### config.mk
export PLATFORM = sky130hd
export DESIGN_NAME = slope_ramp
export DESIGN_NICKNAME = d
export VERILOG_FILES = /design/src/rtl/ramp_pkg.sv /design/src/rtl/ramp_ctrl.sv /design/src/rtl/ramp_dp.sv /design/src/rtl/slope_ramp.sv
export SDC_FILE = /design/constraint.sdc
export NUM_CORES = 1
export LEC_CHECK = 0
export ABC_CLOCK_PERIOD_IN_PS = 7400
export BUFFER_PORTS_ARGS = -buffer_cell sky130_fd_sc_hd__buf_2
export CAP_MARGIN = 20
export CORE_ASPECT_RATIO = 1.1
export CORE_MARGIN = 2
export CORE_UTILIZATION = 54
export CTS_CLUSTER_DIAMETER = 150
export CTS_CLUSTER_SIZE = 30
export DETAILED_ROUTE_END_ITERATION = 16
export GPL_TIMING_DRIVEN = 0
export MAX_ROUTING_LAYER = met4
export PLACE_DENSITY_LB_ADDON = 0.2
export SLEW_MARGIN = 20
export SYNTH_ARGS = -nofsm -noshare
export SYNTH_HDL_FRONTEND = slang
export SYNTH_SLANG_ARGS = --single-unit
### constraint.sdc
create_clock -name clk -period 7.4 [get_ports clk]
set_input_delay 0.37 -clock clk [delete_from_list [all_inputs] [get_ports clk]]
set_output_delay 0.37 -clock clk [all_outputs]
set_load 0.02 [all_outputs]
### src/rtl/ramp_pkg.sv
package ramp_pkg;
  // Strobes from the control half to the datapath half
  typedef struct packed {
    logic step;   // take one slope step this edge
    logic up;     // slope of that step
    logic clear;  // load the floor this edge
  } rampCtl_t;
endpackage

### src/rtl/ramp_ctrl.sv
module ramp_ctrl
  import ramp_pkg::*;
#(
  parameter int RateW = 16
) (
  input  logic             clk,
  input  logic             rstN,
  input  logic             rampEn,
  input  logic             rampUp,
  input  logic             accClear,
  input  logic [RateW-1:0] riseRate,
  input  logic [RateW-1:0] fallRate,
  output rampCtl_t         ctl
);
  logic [RateW-1:0] cnt;
  logic             prevDir;
  logic [RateW-1:0] rateSel;
  logic             turn;
  logic             expired;

  assign rateSel = rampUp ? riseRate : fallRate;
  assign turn    = rampUp != prevDir;
  assign expired = cnt == '0;

  always_ff @(posedge clk or negedge rstN) begin
    if (!rstN) begin
      cnt     <= '0;
      prevDir <= 1'b0;
    end else if (rampEn) begin
      prevDir <= rampUp;
      if (accClear || turn || expired) cnt <= rateSel;
      else                             cnt <= cnt - 1'b1;
    end
  end

  always_comb begin
    ctl.up    = rampUp;
    ctl.clear = rampEn && accClear;
    ctl.step  = rampEn && !accClear && !turn && expired;
  end

  // nothing is issued while disabled
  p_idle_r2: assert property (@(posedge clk) disable iff (!rstN)
    !rampEn |-> !ctl.step && !ctl.clear);
  // a reversal reloads the counter from the new slope's rate
  p_reload_r6: assert property (@(posedge clk) disable iff (!rstN)
    (rampEn && !accClear && turn) |=> cnt == $past(rateSel));
  // back-to-back steps only when the rate word is zero
  p_gap_r3: assert property (@(posedge clk) disable iff (!rstN)
    ctl.step |=> (!ctl.step || $past(rateSel) == '0));
endmodule

### src/rtl/ramp_dp.sv
module ramp_dp
  import ramp_pkg::*;
#(
  parameter int AccW   = 32,
  parameter int PhaseW = 16,
  parameter int AmpW   = 14
) (
  input  logic              clk,
  input  logic              rstN,
  input  rampCtl_t          ctl,
  input  logic [AccW-1:0]   ceilLim,
  input  logic [AccW-1:0]   floorLim,
  input  logic [AccW-1:0]   riseStep,
  input  logic [AccW-1:0]   fallStep,
  input  logic [1:0]        destSel,
  output logic [AccW-1:0]   freqWord,
  output logic [PhaseW-1:0] phaseWord,
  output logic [AmpW-1:0]   ampWord,
  output logic              freqWr,
  output logic              phaseWr,
  output logic              ampWr,
  output logic              rampOver
);
  logic [AccW-1:0] acc;
  logic [AccW:0]   sumRise;
  logic [AccW-1:0] diffFall;
  logic [AccW-1:0] riseVal;
  logic [AccW-1:0] fallVal;
  logic [AccW-1:0] accNext;
  logic            load;

  always_comb begin
    sumRise  = {1'b0, acc} + {1'b0, riseStep};
    diffFall = acc - fallStep;
    riseVal  = (sumRise[AccW] || sumRise[AccW-1:0] > ceilLim) ? ceilLim : sumRise[AccW-1:0];
    fallVal  = (acc < fallStep || diffFall < floorLim) ? floorLim : diffFall;
    load     = ctl.clear || ctl.step;
    if (ctl.clear)     accNext = floorLim;
    else if (ctl.step) accNext = ctl.up ? riseVal : fallVal;
    else               accNext = acc;
  end

  always_ff @(posedge clk or negedge rstN) begin
    if (!rstN) begin
      acc       <= '0;
      freqWord  <= '0;
      phaseWord <= '0;
      ampWord   <= '0;
      freqWr    <= 1'b0;
      phaseWr   <= 1'b0;
      ampWr     <= 1'b0;
    end else begin
      acc     <= accNext;
      freqWr  <= 1'b0;
      phaseWr <= 1'b0;
      ampWr   <= 1'b0;
      if (load) begin
        unique casez (destSel)
          2'b00: begin freqWord  <= accNext;                     freqWr  <= 1'b1; end
          2'b01: begin phaseWord <= accNext[AccW-1 -: PhaseW];   phaseWr <= 1'b1; end
          default: begin ampWord <= accNext[AccW-1 -: AmpW];     ampWr   <= 1'b1; end
        endcase
      end
    end
  end

  assign rampOver = ctl.up ? (acc == ceilLim) : (acc == floorLim);

  // a rising step never lands above the ceiling
  p_ceil_r4: assert property (@(posedge clk) disable iff (!rstN)
    (ctl.step && ctl.up) |=> acc <= $past(ceilLim));
  // a falling step never lands below the floor
  p_floor_r5: assert property (@(posedge clk) disable iff (!rstN)
    (ctl.step && !ctl.up) |=> acc >= $past(floorLim));
  // clear loads the floor
  p_clear_r7: assert property (@(posedge clk) disable iff (!rstN)
    ctl.clear |=> acc == $past(floorLim));
  // frozen when nothing is issued
  p_hold_r2: assert property (@(posedge clk) disable iff (!rstN)
    !(ctl.step || ctl.clear) |=> $stable(acc) && !freqWr && !phaseWr && !ampWr);
  // at most one destination strobe
  p_onewr_r8: assert property (@(posedge clk) disable iff (!rstN)
    $onehot0({freqWr, phaseWr, ampWr}));
endmodule

### src/rtl/slope_ramp.sv
module slope_ramp
  import ramp_pkg::*;
#(
  parameter int AccW   = 32,
  parameter int RateW  = 16,
  parameter int PhaseW = 16,
  parameter int AmpW   = 14
) (
  input  logic              clk,
  input  logic              rstN,
  input  logic              rampEn,
  input  logic              rampUp,
  input  logic              accClear,
  input  logic [AccW-1:0]   ceilLim,
  input  logic [AccW-1:0]   floorLim,
  input  logic [AccW-1:0]   riseStep,
  input  logic [AccW-1:0]   fallStep,
  input  logic [RateW-1:0]  riseRate,
  input  logic [RateW-1:0]  fallRate,
  input  logic [1:0]        destSel,
  output logic [AccW-1:0]   freqWord,
  output logic [PhaseW-1:0] phaseWord,
  output logic [AmpW-1:0]   ampWord,
  output logic              freqWr,
  output logic              phaseWr,
  output logic              ampWr,
  output logic              rampOver
);
  rampCtl_t ctl;

  ramp_ctrl #(.RateW(RateW)) u_ctrl (
    .clk(clk), .rstN(rstN), .rampEn(rampEn), .rampUp(rampUp),
    .accClear(accClear), .riseRate(riseRate), .fallRate(fallRate), .ctl(ctl)
  );

  ramp_dp #(.AccW(AccW), .PhaseW(PhaseW), .AmpW(AmpW)) u_dp (
    .clk(clk), .rstN(rstN), .ctl(ctl),
    .ceilLim(ceilLim), .floorLim(floorLim), .riseStep(riseStep), .fallStep(fallStep),
    .destSel(destSel), .freqWord(freqWord), .phaseWord(phaseWord), .ampWord(ampWord),
    .freqWr(freqWr), .phaseWr(phaseWr), .ampWr(ampWr), .rampOver(rampOver)
  );
endmodule

Yosys cells after proc, flatten, opt, wreduce, memory -nomap -nowiden
Index checks and enable logic that the tools add are counted.
{"block": "op_classes", "bitwise_logic": 1, "n_mux": 14, "n_addsub": 3, "magnitude_cmp": 3, "reduce_logical": 17, "n_eq_ne": 4}
{"cell": "$mux 32", "count": 5}
{"cell": "$eq 32x32->1", "count": 2}
{"cell": "$lt 32x32->1", "count": 2}
{"cell": "$add 32x32->33", "count": 1}
{"cell": "$gt 32x32->1", "count": 1}
{"cell": "$mux 16", "count": 2}
{"cell": "$sub 32x32->32", "count": 1}
{"cell": "$logic_not 16->1", "count": 1}
{"cell": "$sub 16x1->16 const B", "count": 1}
{"cell": "$mux 1", "count": 7}
{"cell": "$reduce_and 2->1", "count": 3}
{"cell": "$logic_or 1x1->1", "count": 5}
{"cell": "$logic_and 1x1->1", "count": 4}
{"cell": "$eq 2x1->1 const B", "count": 1}
{"cell": "$logic_not 1->1", "count": 2}
{"cell": "$logic_not 2->1", "count": 1}
{"cell": "$reduce_or 2->1", "count": 1}
{"cell": "$ne 1x1->1", "count": 1}
{"cell": "$not 1->1", "count": 1}
{"block": "totals", "out_inout_bits": 66, "register_bits": 114, "wordCells": 51, "inputBits": 167}

Logic depth before layout (Yosys ltp)
Gate-level depths: netlist of the first run.
{"block": "depth", "word_depth": 7, "mapped_depth": 24, "depth_no_buf": 22}

Cells and area by module
From an unflattened synthesis of the first run, not the netlist that was laid out.
{"block": "unflattened", "hier_cells": 1513, "area_unflattened_um2": 12394.4}
{"module": "ramp_dp", "area_per_inst_um2": 10958.0, "n_inst": 1, "seq_area_each_um2": 2427.3, "cells_per_inst": 1355}
{"module": "ramp_ctrl", "area_per_inst_um2": 1436.4, "n_inst": 1, "seq_area_each_um2": 425.4, "cells_per_inst": 158}

Worst setup path after synthesis of the first run
OpenSTA, ideal clock, no wires.
{"block": "synth_path", "path_type": "register to register", "from": "register u_dp.acc[2]", "to": "register u_dp.freqWord[18]", "required_time_ns": 7.275, "slack_ns": 2.547, "setup_ns": 0.125, "path_buffers": 1, "stages_incl_launch_ff": 21, "synth_period_minus_slack_ns": 4.853, "arrival_time_ns": 4.729, "cell_sequence": "dfrtp_1 ha_1 o211ai_1 o21ai_0 o21ai_0 a2111oi_0 or3_1 a31oi_1 xnor2_1 ha_1 nand4_1 nor4bb_1 nor2b_1 nor2_1 o211a_1 nand2_1 buf_2 mux2_2 o211ai_1 a22oi_1 mux2_2"}
{"block": "synth_between", "elab_chain_len": 7, "word_cells_on_any_way": 12, "classes_between": "add/sub (2); order compare (3); mux (5); reduce/logical (2)"}
{"element": "from (decl)", "line_no": "ramp_dp.sv:24", "text": "logic [AccW-1:0] acc;"}
{"element": "from (signal assigned)", "line_no": "ramp_dp.sv:53", "text": "acc <= accNext;"}
{"element": "$sub 32x32->32 / $add 32x32->33 (equally long branches)", "line_no": "ramp_dp.sv:34, ramp_dp.sv:33"}
{"element": "$lt 32x32->1 / $gt 32x32->1 (equally long branches)", "line_no": "ramp_dp.sv:36, ramp_dp.sv:35"}
{"element": "$logic_or 1x1->1, on equally long branches", "line_no": "ramp_dp.sv:36, ramp_dp.sv:35"}
{"element": "$mux 32, on equally long branches", "line_no": "ramp_dp.sv:36, ramp_dp.sv:35"}
{"element": "$mux 32 (*) (2 in series)", "line_no": "ramp_dp.sv:39", "text": "else if (ctl.step) accNext = ctl.up ? riseVal : fallVal;"}
{"element": "$mux 32 (*)", "line_no": "ramp_dp.sv:38", "text": "if (ctl.clear) accNext = floorLim;"}
{"element": "via u_dp.accNext[18]", "line_no": "ramp_dp.sv:29", "text": "logic [AccW-1:0] accNext;"}
{"element": "to (signal assigned)", "line_no": "ramp_dp.sv:46", "text": "freqWord <= '0;"}
{"element": "to (signal assigned)", "line_no": "ramp_dp.sv:59", "text": "2'b00: begin freqWord <= accNext; freqWr <= 1'b1; end"}
{"element": "to (decl)", "line_no": "ramp_dp.sv:16", "text": "output logic [AccW-1:0] freqWord,"}
The timed path passes the listed nets; every way through them passes the cells marked *.
A chain may end at the register's enable or synchronous reset.

Worst setup path in the final report of the first run
{"block": "layout_path", "from": "register u_dp.acc[2]", "to": "register u_dp.phaseWord[6]"}
{"block": "layout_between", "elab_chain_len": 7, "word_cells_on_any_way": 12, "classes_between": "add/sub (2); order compare (3); mux (5); reduce/logical (2)"}
{"element": "$sub 32x32->32 / $add 32x32->33 (equally long branches)", "line_no": "ramp_dp.sv:34, ramp_dp.sv:33"}
{"element": "$lt 32x32->1 / $gt 32x32->1 (equally long branches)", "line_no": "ramp_dp.sv:36, ramp_dp.sv:35"}
{"element": "$logic_or 1x1->1, on equally long branches", "line_no": "ramp_dp.sv:36, ramp_dp.sv:35"}
{"element": "$mux 32, on equally long branches", "line_no": "ramp_dp.sv:36, ramp_dp.sv:35"}
{"element": "$mux 32 (*) (2 in series)", "line_no": "ramp_dp.sv:39"}
{"element": "$mux 32 (*)", "line_no": "ramp_dp.sv:38"}
{"element": "to (signal assigned)", "line_no": "ramp_dp.sv:47", "text": "phaseWord <= '0;"}
{"element": "to (signal assigned)", "line_no": "ramp_dp.sv:60", "text": "2'b01: begin phaseWord <= accNext[AccW-1 -: PhaseW]; phaseWr <= 1'b1; end"}
{"element": "to (decl)", "line_no": "ramp_dp.sv:17", "text": "output logic [PhaseW-1:0] phaseWord,"}
Every way passes the cells marked *; elsewhere a longest branch is shown, timed or not.

==> results.cfg, run 1 <==
[detailed_routing]
ant_nets = 0
num_vias = 13091
dr.pass1.iters = 6
post_drt_wl_per_cell_um = 22.2
drc = 0
routed_wl_mm = 46.4
first_iter_violations = 1545
viasPerCell = 6.27

[clock_network]
postCtsSetupBuffers = 0
clk_latency_ps = 410
path_clk_slew_ps = 60
cts.sinks = 114
numCtsBuffers = 17
cts_tree = done
htreeDepth = 4
clk_path_buf_depth = 2
cts-root-buf = clkbuf_16

[global_route]
antenna_found_initial = 2
track_usage_pct = 39.6
grt_pass1_vias = 12708
grt_max_degree = 81
overflow = 0
grt_pass1_wl_mm = 70.2

[synthesis]
syn_area_per_cell_um2 = 7.88
synth_ff_type = dfrtp_1
async_flop_share_pct = 100
synth_top_area_share_pct = 23.8
synthTopCellsByArea = dfrtp_1 24%, ha_1 13%, nand2_1 5.5%, a21oi_1 5.0%, mux2i_1 4.8%
synth.cell_area_mm2 = 0.0120
yosys_register_bits = 114
synth_edf_count = 0
ys_types = 70
ys_warn_count = 0
synth.yosys.seq_area_share_pct = 23.8
synth_top_area_cell = dfrtp_1
synth_fp_nets = 1822
syn_inst = 1525

[sta]
final_max_slew_viol_count = 0
hold_viol = 0
fin_setup_tns_ps = 0
worstMarginPinSlew_ps = 1160
fin_ws_ps = 358
finalClockSkew_ps = 11.0
setup_viol = 0
period_minus_slack_ps = 7040
relSlewSlack_pct = 20.3
grt_setup_unrepaired = false
fin_crit_sh_pct = 95.2
max_freq_mhz = 142

[placed_design]
port_buffers = 230
globalplace.congestion = 1.02
place_hpwl_mm = 37.9
dpl_worst_slack_ps = 545

[run_status]
status = finished clean

[worst_setup_path]
worstPathCellList = ha_1, o211ai_1, o21ai_0, o21ai_0, a2111oi_0, or3_1, a31oi_1, xnor2_1, ha_1, nand4_1, nor4bb_1, nor2b_1, nor2_1, o211a_1, nand2_1, buf_2, buf_2, mux2i_1, mux2i_1, a21oi_1, o31ai_1
rr_startpoint = u_dp.acc[2]
worst_path_max_delay_cell = a2111oi_0
crit_required_ps = 7670
max_stage_delay_ps = 1080
worst-path-buf-inv = 2
r2r_slack_ps = 360
worstPathArrival_ps = 7320
reg2reg_depth = 21
path_max_fanout = 10
r2r-end = u_dp.phaseWord[6]
path_delay_family = compound AO/OA/AOI/OAI gates
worstSetupStartpointType = register
startpoint = u_dp.acc[2]
critPathKind = reg -> reg
worstSetupEndpointType = register

[floorplanning]
core_area_mm2 = 0.0220
die_area_mm2 = 0.0235
die_height_um = 160
fp.dieW_um = 146
io_pins = 233
placementRows = 57
initial_core_util_pct = 54.7

[cells_and_area]
final_common_cell = buf_2
nets = 2073
final_cell_mix = 238 x buf_2, 176 x nand2_1, 128 x ha_1
n_fill_cell = 1979
drive_above_1_share_pct = 18.0
multiInputGateArea_mm2 = 0.00843
ff_latch_area_mm2 = 0.00285
synthToLayoutAreaGrowth_pct = 18.7

[power]
p_leak_nw = 6.72
irDropWorstVdd_uv = 250
p_per_area_mw_per_mm2 = 271

[worst_hold_path]
min-delay-start = destSel[1]
holdPathEnd = u_dp.ampWord[8]
hold_depth = 2
hp-class = in -> reg

[run]
cap_violations = 0
## kinds of logic after synthesis
family / Yosys count / synth area share (%)
buffers and inverters: 193 / 6.19
flip-flops: 114 / 23.8
adder cells (fa/ha/maj): 130 / 13.7
multiplexers: 92 / 8.11
AND/OR/NAND/NOR: 457 / 17.6
XOR/XNOR: 83 / 6.05
AO/OA/AOI/OAI: 456 / 24.6
## flip-flops by register name, summed over array words and instances, names as in the netlist
signal	cells
u_ctrl.cnt	16
u_ctrl.prevDir	1
u_dp.acc	32
u_dp.ampWord	14
u_dp.ampWr	1
u_dp.freqWord	32
u_dp.freqWr	1
u_dp.phaseWord	16
u_dp.phaseWr	1
## cell type report
cell class                      count  area share [%]
Tap cell                          295            2.59
Multi-Input combinational cell   1218            59.1
Antenna cell                        3          0.0527
Clock inverter                     12            1.42
Sequential cell                   114            20.0
Inverter                          118            3.11
Clock buffer                       20            3.20
Buffer                             75            2.11
Timing Repair Buffer              232            8.38
## worst register-to-register path, stage by stage, from the launching register on
cell and delay (ps):
dfrtp_1 480, ha_1 430, o211ai_1 100, o21ai_0 400
o21ai_0 300, a2111oi_0 1080, or3_1 330, a31oi_1 130
xnor2_1 180, ha_1 320, nand4_1 170, nor4bb_1 450
nor2b_1 180, nor2_1 60, o211a_1 330, nand2_1 170
buf_2 300, buf_2 370, mux2i_1 450, mux2i_1 120
a21oi_1 410, o31ai_1 170
## timing repair
item	CTS	global route
gates resized for setup	0	0
endpoints found under the hold margin	34	0
hold buffers	1	0
## per-stage QoR
stage / hold WS, ps / util (%) / area [um2] / total power (W) / cells
finish: 263 / 64.9 / 14300 / 0.00387 / 2087
global route: 252 / 64.9 / 14300 / 0.00408 / 2086
CTS: 234 / 64.9 / 14200 / 0.00382 / 2084
detailed placement: 287 / 61.8 / 13600 / 0.00289 / 2051
global placement: 460 / 61.6 / 13500 / 0.00286 / 2050
floorplan: 74.4 / - / 12000 / 0.00223 / 1525
## cells in the mapped netlist, drive strengths merged (21+ instances only)
cell type and instances:
nor2 109, a31oi 54, o211ai 40, a211oi 23, mux2i 58, nand3 47
xnor2 59, o21ai 81, clkbuf 58, a21oi 121, inv 117, xor2 24
mux2 34, ha 128, nand4 21, a21o 22, dfrtp 114, nand2 176
## where the power goes
part | internal, W | switching (W)
clock network | 0.000616 | 0.000300
registers | 0.000756 | 0.000142
logic | 0.000766 | 0.00129
## worst max-delay path by stage
stage                    endpoint  slack, ps  cells after the start
6_report        u_dp.phaseWord[6]        360                     21
2_1_floorplan   u_dp.freqWord[18]       2550                     20
3_3_place_gp   u_dp.phaseWord[10]        650                     20
3_5_place_dp    u_dp.freqWord[27]        550                     20
5_1_grt         u_dp.freqWord[16]         20                     21
4_1_cts         u_dp.freqWord[16]        510                     21
## routing by layer
| layer | GRT usage, % | up-vias | routed length (um) | share of wire, % |
|---|---|---|---|---|
| li1 | - | 6084 | - | - |
| met1 | 51.7 | 6205 | 19800 | 43 |
| met2 | 63.0 | 696 | 20900 | 45 |
| met3 | 5.11 | 106 | 3800 | 8.2 |
| met4 | 15.6 | 0 | 1900 | 4.1 |
| met5 | - | - | 0 | 0 |
No activity file was read; power rests on OpenSTA's default activity.
==> inputs of run 2 (changes only) <==
Settings changed: CORE_MARGIN 2 to default.
==> run 2 against run 1 <==
  * Clock skew rose by 0.90 ps
  * Combinational power barely moved
  * Setup slack improved by 130 ps
  * Critical path type unchanged
  * Die area fell by 2.6%
  * Sequential cell count did not move
  * Final cell count fell by 0.19%
  * Largest power group unchanged
  * Sequential share of layout area rose by 0.076 points
  * Highest routed layer unchanged
  * Sequential power barely moved
  * Via count rose by 0.27%
  * Register-to-register slack improved by 130 ps
==> results.cfg, run 2 (same netlist as run 1, synthesis figures left out) <==
[sta]
hold_viol = 0
worstMarginPinSlew_ps = 997
fin_crit_sh_pct = 93.4
setup_viol = 0
hold_ws_ps = 256
final_max_slew_viol_count = 0
relSlewSlack_pct = 31.8
period_minus_slack_ps = 6910
grt_setup_unrepaired = false
fin_setup_tns_ps = 0
max_freq_mhz = 145
finalClockSkew_ps = 11.9

[floorplanning]
die_height_um = 158
initial_core_util_pct = 55.7
io_pins = 233
die_area_mm2 = 0.0228
core_area_mm2 = 0.0216
fp.dieW_um = 144
placementRows = 56

[worst_setup_path]
reg2reg_depth = 21
worstSetupStartpointType = register
r2r_slack_ps = 490
worstSetupEndpointType = register
worstPathArrival_ps = 7260
r2r-end = u_dp.phaseWord[11]
rr_startpoint = u_dp.acc[0]
crit_required_ps = 7750
critPathKind = reg -> reg
path_max_fanout = 10

[global_route]
antenna_found_initial = 4
overflow = 0
grt_pass1_wl_mm = 67.6
grt_pass1_vias = 12438
track_usage_pct = 41.1
grt_max_degree = 79

[cells_and_area]
final-instance-count-excl-fill = 2083
ff_latch_area_mm2 = 0.00285
final_common_cell = buf_2
n_fill_cell = 2018
multiInputGateArea_mm2 = 0.00843
drive_above_1_share_pct = 18.1
final_cell_mix = 238 x buf_2, 176 x nand2_1, 128 x ha_1
fin_area_mm2 = 0.0142
nets = 2073
synthToLayoutAreaGrowth_pct = 18.2
reg_top3 = u_dp.acc x32, u_dp.freqWord x32

[clock_network]
clk_latency_ps = 420
path_clk_slew_ps = 60
cts.sinks = 114
postCtsSetupBuffers = 0
htreeDepth = 4
clk_path_buf_depth = 2
cts-root-buf = clkbuf_16
numCtsBuffers = 17
cts_tree = done

[placed_design]
place_inst = 2046
globalplace.congestion = 1.01
port_buffers = 230
placed_cell_area_mm2 = 0.0136
place_hpwl_mm = 37.3

[detailed_routing]
viasPerCell = 6.30
routed_wl_mm = 45.8
drc = 0
num_vias = 13127
first_iter_violations = 1347
dr.pass1.iters = 7
dr_wl_met2_mm = 20.5
post_drt_wl_per_cell_um = 22.0
dr_wl_met3_mm = 4.61
drt-met1-wl_mm = 18.6
maxUsedRoutingLayer = met4
ant_nets = 0

[worst_hold_path]
holdPathEnd = u_dp.freqWord[13]
hold_depth = 3
hp-class = in -> reg
min-delay-start = floorLim[13]

[power]
irDropWorstVdd_uv = 255
p_leak_nw = 6.70
p_per_area_mw_per_mm2 = 269

[run_status]
status = finished clean

[run]
cap_violations = 0
run 2: changes by cell type in the layout (fill, tap and decap cells not counted), sizes merged:
| cell | change |
|---|---|
| clkinv | +5 |
| clkbuf | -3 |
| bufinv | -2 |
| clkinvlp | -2 |
| inv | +2 |
| diode | +1 |
run 2: worst max-delay path: stages (launching register included):
cell and delay (ps):
dfrtp_1 460, inv_1 90, ha_1 210, inv_1 70
fa_1 430, a211oi_1 310, o211ai_1 200, a211oi_1 630
o311a_1 380, nor2_1 70, a211oi_1 540, ha_1 370
nand2_1 60, o21ai_0 80, a221oi_1 450, o21a_1 190
o31a_1 270, or2_1 280, clkbuf_1 500, nor4_1 130
nor4_1 820, mux2_2 300
run 2: area by class of cell:
class | count | share of cell area (%)
inverters | 118 | 3.12
flip-flops and latches | 114 | 20.1
clock inverters | 15 | 1.30
plain buffers | 75 | 2.11
well taps | 290 | 2.56
multi-input cells | 1218 | 59.3
clock buffers | 17 | 3.00
diodes | 4 | 0.0705
repair buffers | 232 | 8.41
run 2: power by group:
part,switching (W),total (W),leakage [nW],internal (W)
clock,0.000317,0.000851,0.296,0.000533
sequential,0.000140,0.000896,1.33,0.000756
combinational,0.00130,0.00207,5.08,0.000768
run 2: worst max path at each step:
stage	start	end	slack [ps]
floorplan	u_dp.acc[2]	u_dp.freqWord[18]	2550
global placement	u_dp.acc[2]	u_dp.phaseWord[1]	720
detailed placement	u_dp.acc[2]	u_dp.phaseWord[11]	620
CTS	u_dp.acc[2]	u_dp.phaseWord[11]	570
global route	u_dp.acc[1]	u_dp.freqWord[16]	110
finish	u_dp.acc[0]	u_dp.phaseWord[11]	490
run 2: per-stage QoR:
step                      utilization [%]  power [W]  worst slack, ps
after floorplan                         -    0.00223             2550
after global placement               62.7    0.00286              716
after detailed placement             62.9    0.00289              615
after CTS                            65.8    0.00376              575
after global routing                 65.8    0.00402              108
final                                65.8    0.00381              492
run 2: timing repair:
item                      CTS  global route
hold buffers                1             0
hold endpoints to repair   36             0
resized for setup           0             0
run 2: metal layers:
metal | up-vias | GRT usage, %
met5 | - | -
met4 | 0 | 18.3
met3 | 138 | 5.26
met2 | 834 | 65.2
met1 | 6049 | 52.3
li1 | 6106 | -
==> inputs of run 3 (changes only) <==
Settings changed: CORE_UTILIZATION 54 to 24.
==> run 3 against run 2 <==
  * Routed wire length rose by 18%
  * Fmax rose by 0.56%
  * Design area rose by 3.1%
  * Die area rose by 120%
  * Clock power fell by 2.6%
  * Count of clock-buffer cells in the layout did not move
  * Combinational power barely moved
  * Final cell count rose by 18%
  * Core utilization fell by 36 points
  * Clock skew rose by 3.8 ps
  * Worst hold slack got worse by 66 ps
  * First-iteration DRC count fell by 31%
  * Largest cell class unchanged
  * Highest routed layer unchanged
==> results.cfg, run 3 (same netlist as run 1, synthesis figures left out) <==
[run_status]
status = finished clean

[global_route]
antenna_found_initial = 10
grt_pass1_vias = 12627
grt_max_degree = 82
track_usage_pct = 21.6
overflow = 0
grt_pass1_wl_mm = 79.3

[worst_hold_path]
hp-class = in -> reg
min-delay-start = destSel[1]
hold_depth = 2
holdPathEnd = u_dp.ampWord[8]

[worst_setup_path]
worstPathArrival_ps = 7250
path_delay_family = compound AO/OA/AOI/OAI gates
critPathKind = reg -> reg
worstPathCellList = ha_1, o211ai_1, o21ai_0, o21ai_0, a2111oi_1, or3_1, a31oi_1, xnor2_1, ha_1, nand4_1, nor4bb_1, a211oi_1, a22oi_1, o211a_1, nand2_1, buf_2, inv_2, a21oi_1, nor4_1, mux2_2
worst-path-buf-inv = 2
worst_path_max_delay_cell = nor4_1
crit_required_ps = 7780
r2r_slack_ps = 530
worstSetupStartpointType = register
max_stage_delay_ps = 870
rr_startpoint = u_dp.acc[2]
r2r-end = u_dp.phaseWord[11]
worstSetupEndpointType = register
path_max_fanout = 10
reg2reg_depth = 20

[floorplanning]
die_height_um = 237
fp.dieW_um = 215
placementRows = 85
initial_core_util_pct = 24.4
core_area_mm2 = 0.0491
die_area_mm2 = 0.0509
io_pins = 233

[sta]
relSlewSlack_pct = 25.3
max_freq_mhz = 146
fin_crit_sh_pct = 92.8
grt_setup_unrepaired = false
final_max_slew_viol_count = 0
hold_viol = 0
setup_viol = 0
finalClockSkew_ps = 15.7
fin_setup_tns_ps = 0
period_minus_slack_ps = 6870
worstMarginPinSlew_ps = 1120

[detailed_routing]
ant_nets = 0
routed_wl_mm = 53.8
first_iter_violations = 930
num_vias = 12621
dr.pass1.iters = 8
drc = 0
viasPerCell = 5.15
post_drt_wl_per_cell_um = 22.0

[power]
p_leak_nw = 6.69
irDropWorstVdd_uv = 158
total_power_w = 0.00377
p_per_area_mw_per_mm2 = 258

[clock_network]
clk_path_buf_depth = 2
htreeDepth = 4
postCtsSetupBuffers = 0
cts-root-buf = clkbuf_16
cts.sinks = 114
path_clk_slew_ps = 70
numCtsBuffers = 17
clk_latency_ps = 440
cts_tree = done

[cells_and_area]
final_common_cell = buf_2
drive_above_1_share_pct = 18.1
nets = 2073
fin_area_mm2 = 0.0146
final_cell_mix = 238 x buf_2, 176 x nand2_1, 128 x ha_1
reg_top3 = u_dp.acc x32, u_dp.freqWord x32
synthToLayoutAreaGrowth_pct = 21.9

[placed_design]
globalplace.congestion = 0.943
port_buffers = 230
place_hpwl_mm = 45.1
placed_cell_area_mm2 = 0.0140

[run]
cap_violations = 0
## run 3: changes by cell type in the layout (fill, tap and decap cells not counted)
| cell | delta |
|---|---|
| inv_6 | +4 |
| a2111oi_1 | +1 |
| diode_2 | +6 |
| clkinv_2 | -2 |
| a2111oi_0 | -1 |
| bufinv_16 | -2 |
| buf_8 | +1 |
| buf_6 | -1 |
## run 3: metrics by stage
| step | instances | setup slack [ps] | hold slack, ps | util (%) |
|---|---|---|---|---|
| floorplan | 1525 | 2550 | 74.4 | - |
| global placement | 2407 | 572 | 458 | 28.4 |
| detailed placement | 2408 | 533 | 269 | 28.6 |
| CTS | 2441 | 511 | 163 | 29.7 |
| global route | 2450 | 138 | 208 | 29.8 |
| finish | 2451 | 530 | 190 | 29.8 |
## run 3: power by group
group | internal [W] | switching, W | total [W] | leakage [nW]
clock | 0.000471 | 0.000358 | 0.000829 | 0.278
combinational | 0.000766 | 0.00127 | 0.00204 | 5.08
sequential | 0.000755 | 0.000150 | 0.000905 | 1.33
## run 3: what timing repair did
item / 4_1_cts / 5_1_grt
resized for setup: 0 / 1
endpoints found under the setup margin: 0 / 6
hold buffers: 1 / 0
hold endpoints to repair: 33 / 0
## run 3: how the worst max path moves through the flow
stage,start,to,cells past startpoint
floorplan,u_dp.acc[2],u_dp.freqWord[18],20
global placement,u_dp.acc[2],u_dp.phaseWord[1],21
detailed placement,u_dp.acc[2],u_dp.phaseWord[6],21
CTS,u_dp.acc[2],u_dp.ampWord[4],21
global route,u_dp.acc[2],u_dp.ampWord[4],21
finish,u_dp.acc[2],u_dp.phaseWord[11],20
## run 3: routing by layer
metal,vias to the layer above,global-route usage [%],part of all wire [%]
met2,480,34.1,46
met3,94,5.79,7.6
li1,6104,-,-
met1,5943,26.0,43
met4,0,8.96,4.1
met5,-,-,0
## run 3: final cells by class
type	count	area (um2)
Clock inverter	15	149
Tap cell	652	816
Fill cell	5446	34500
Inverter	118	443
Sequential cell	114	2850
Timing Repair Buffer	232	1200
Antenna cell	10	25.0
Multi-Input combinational cell	1218	8430
Buffer	75	300
Clock buffer	17	425
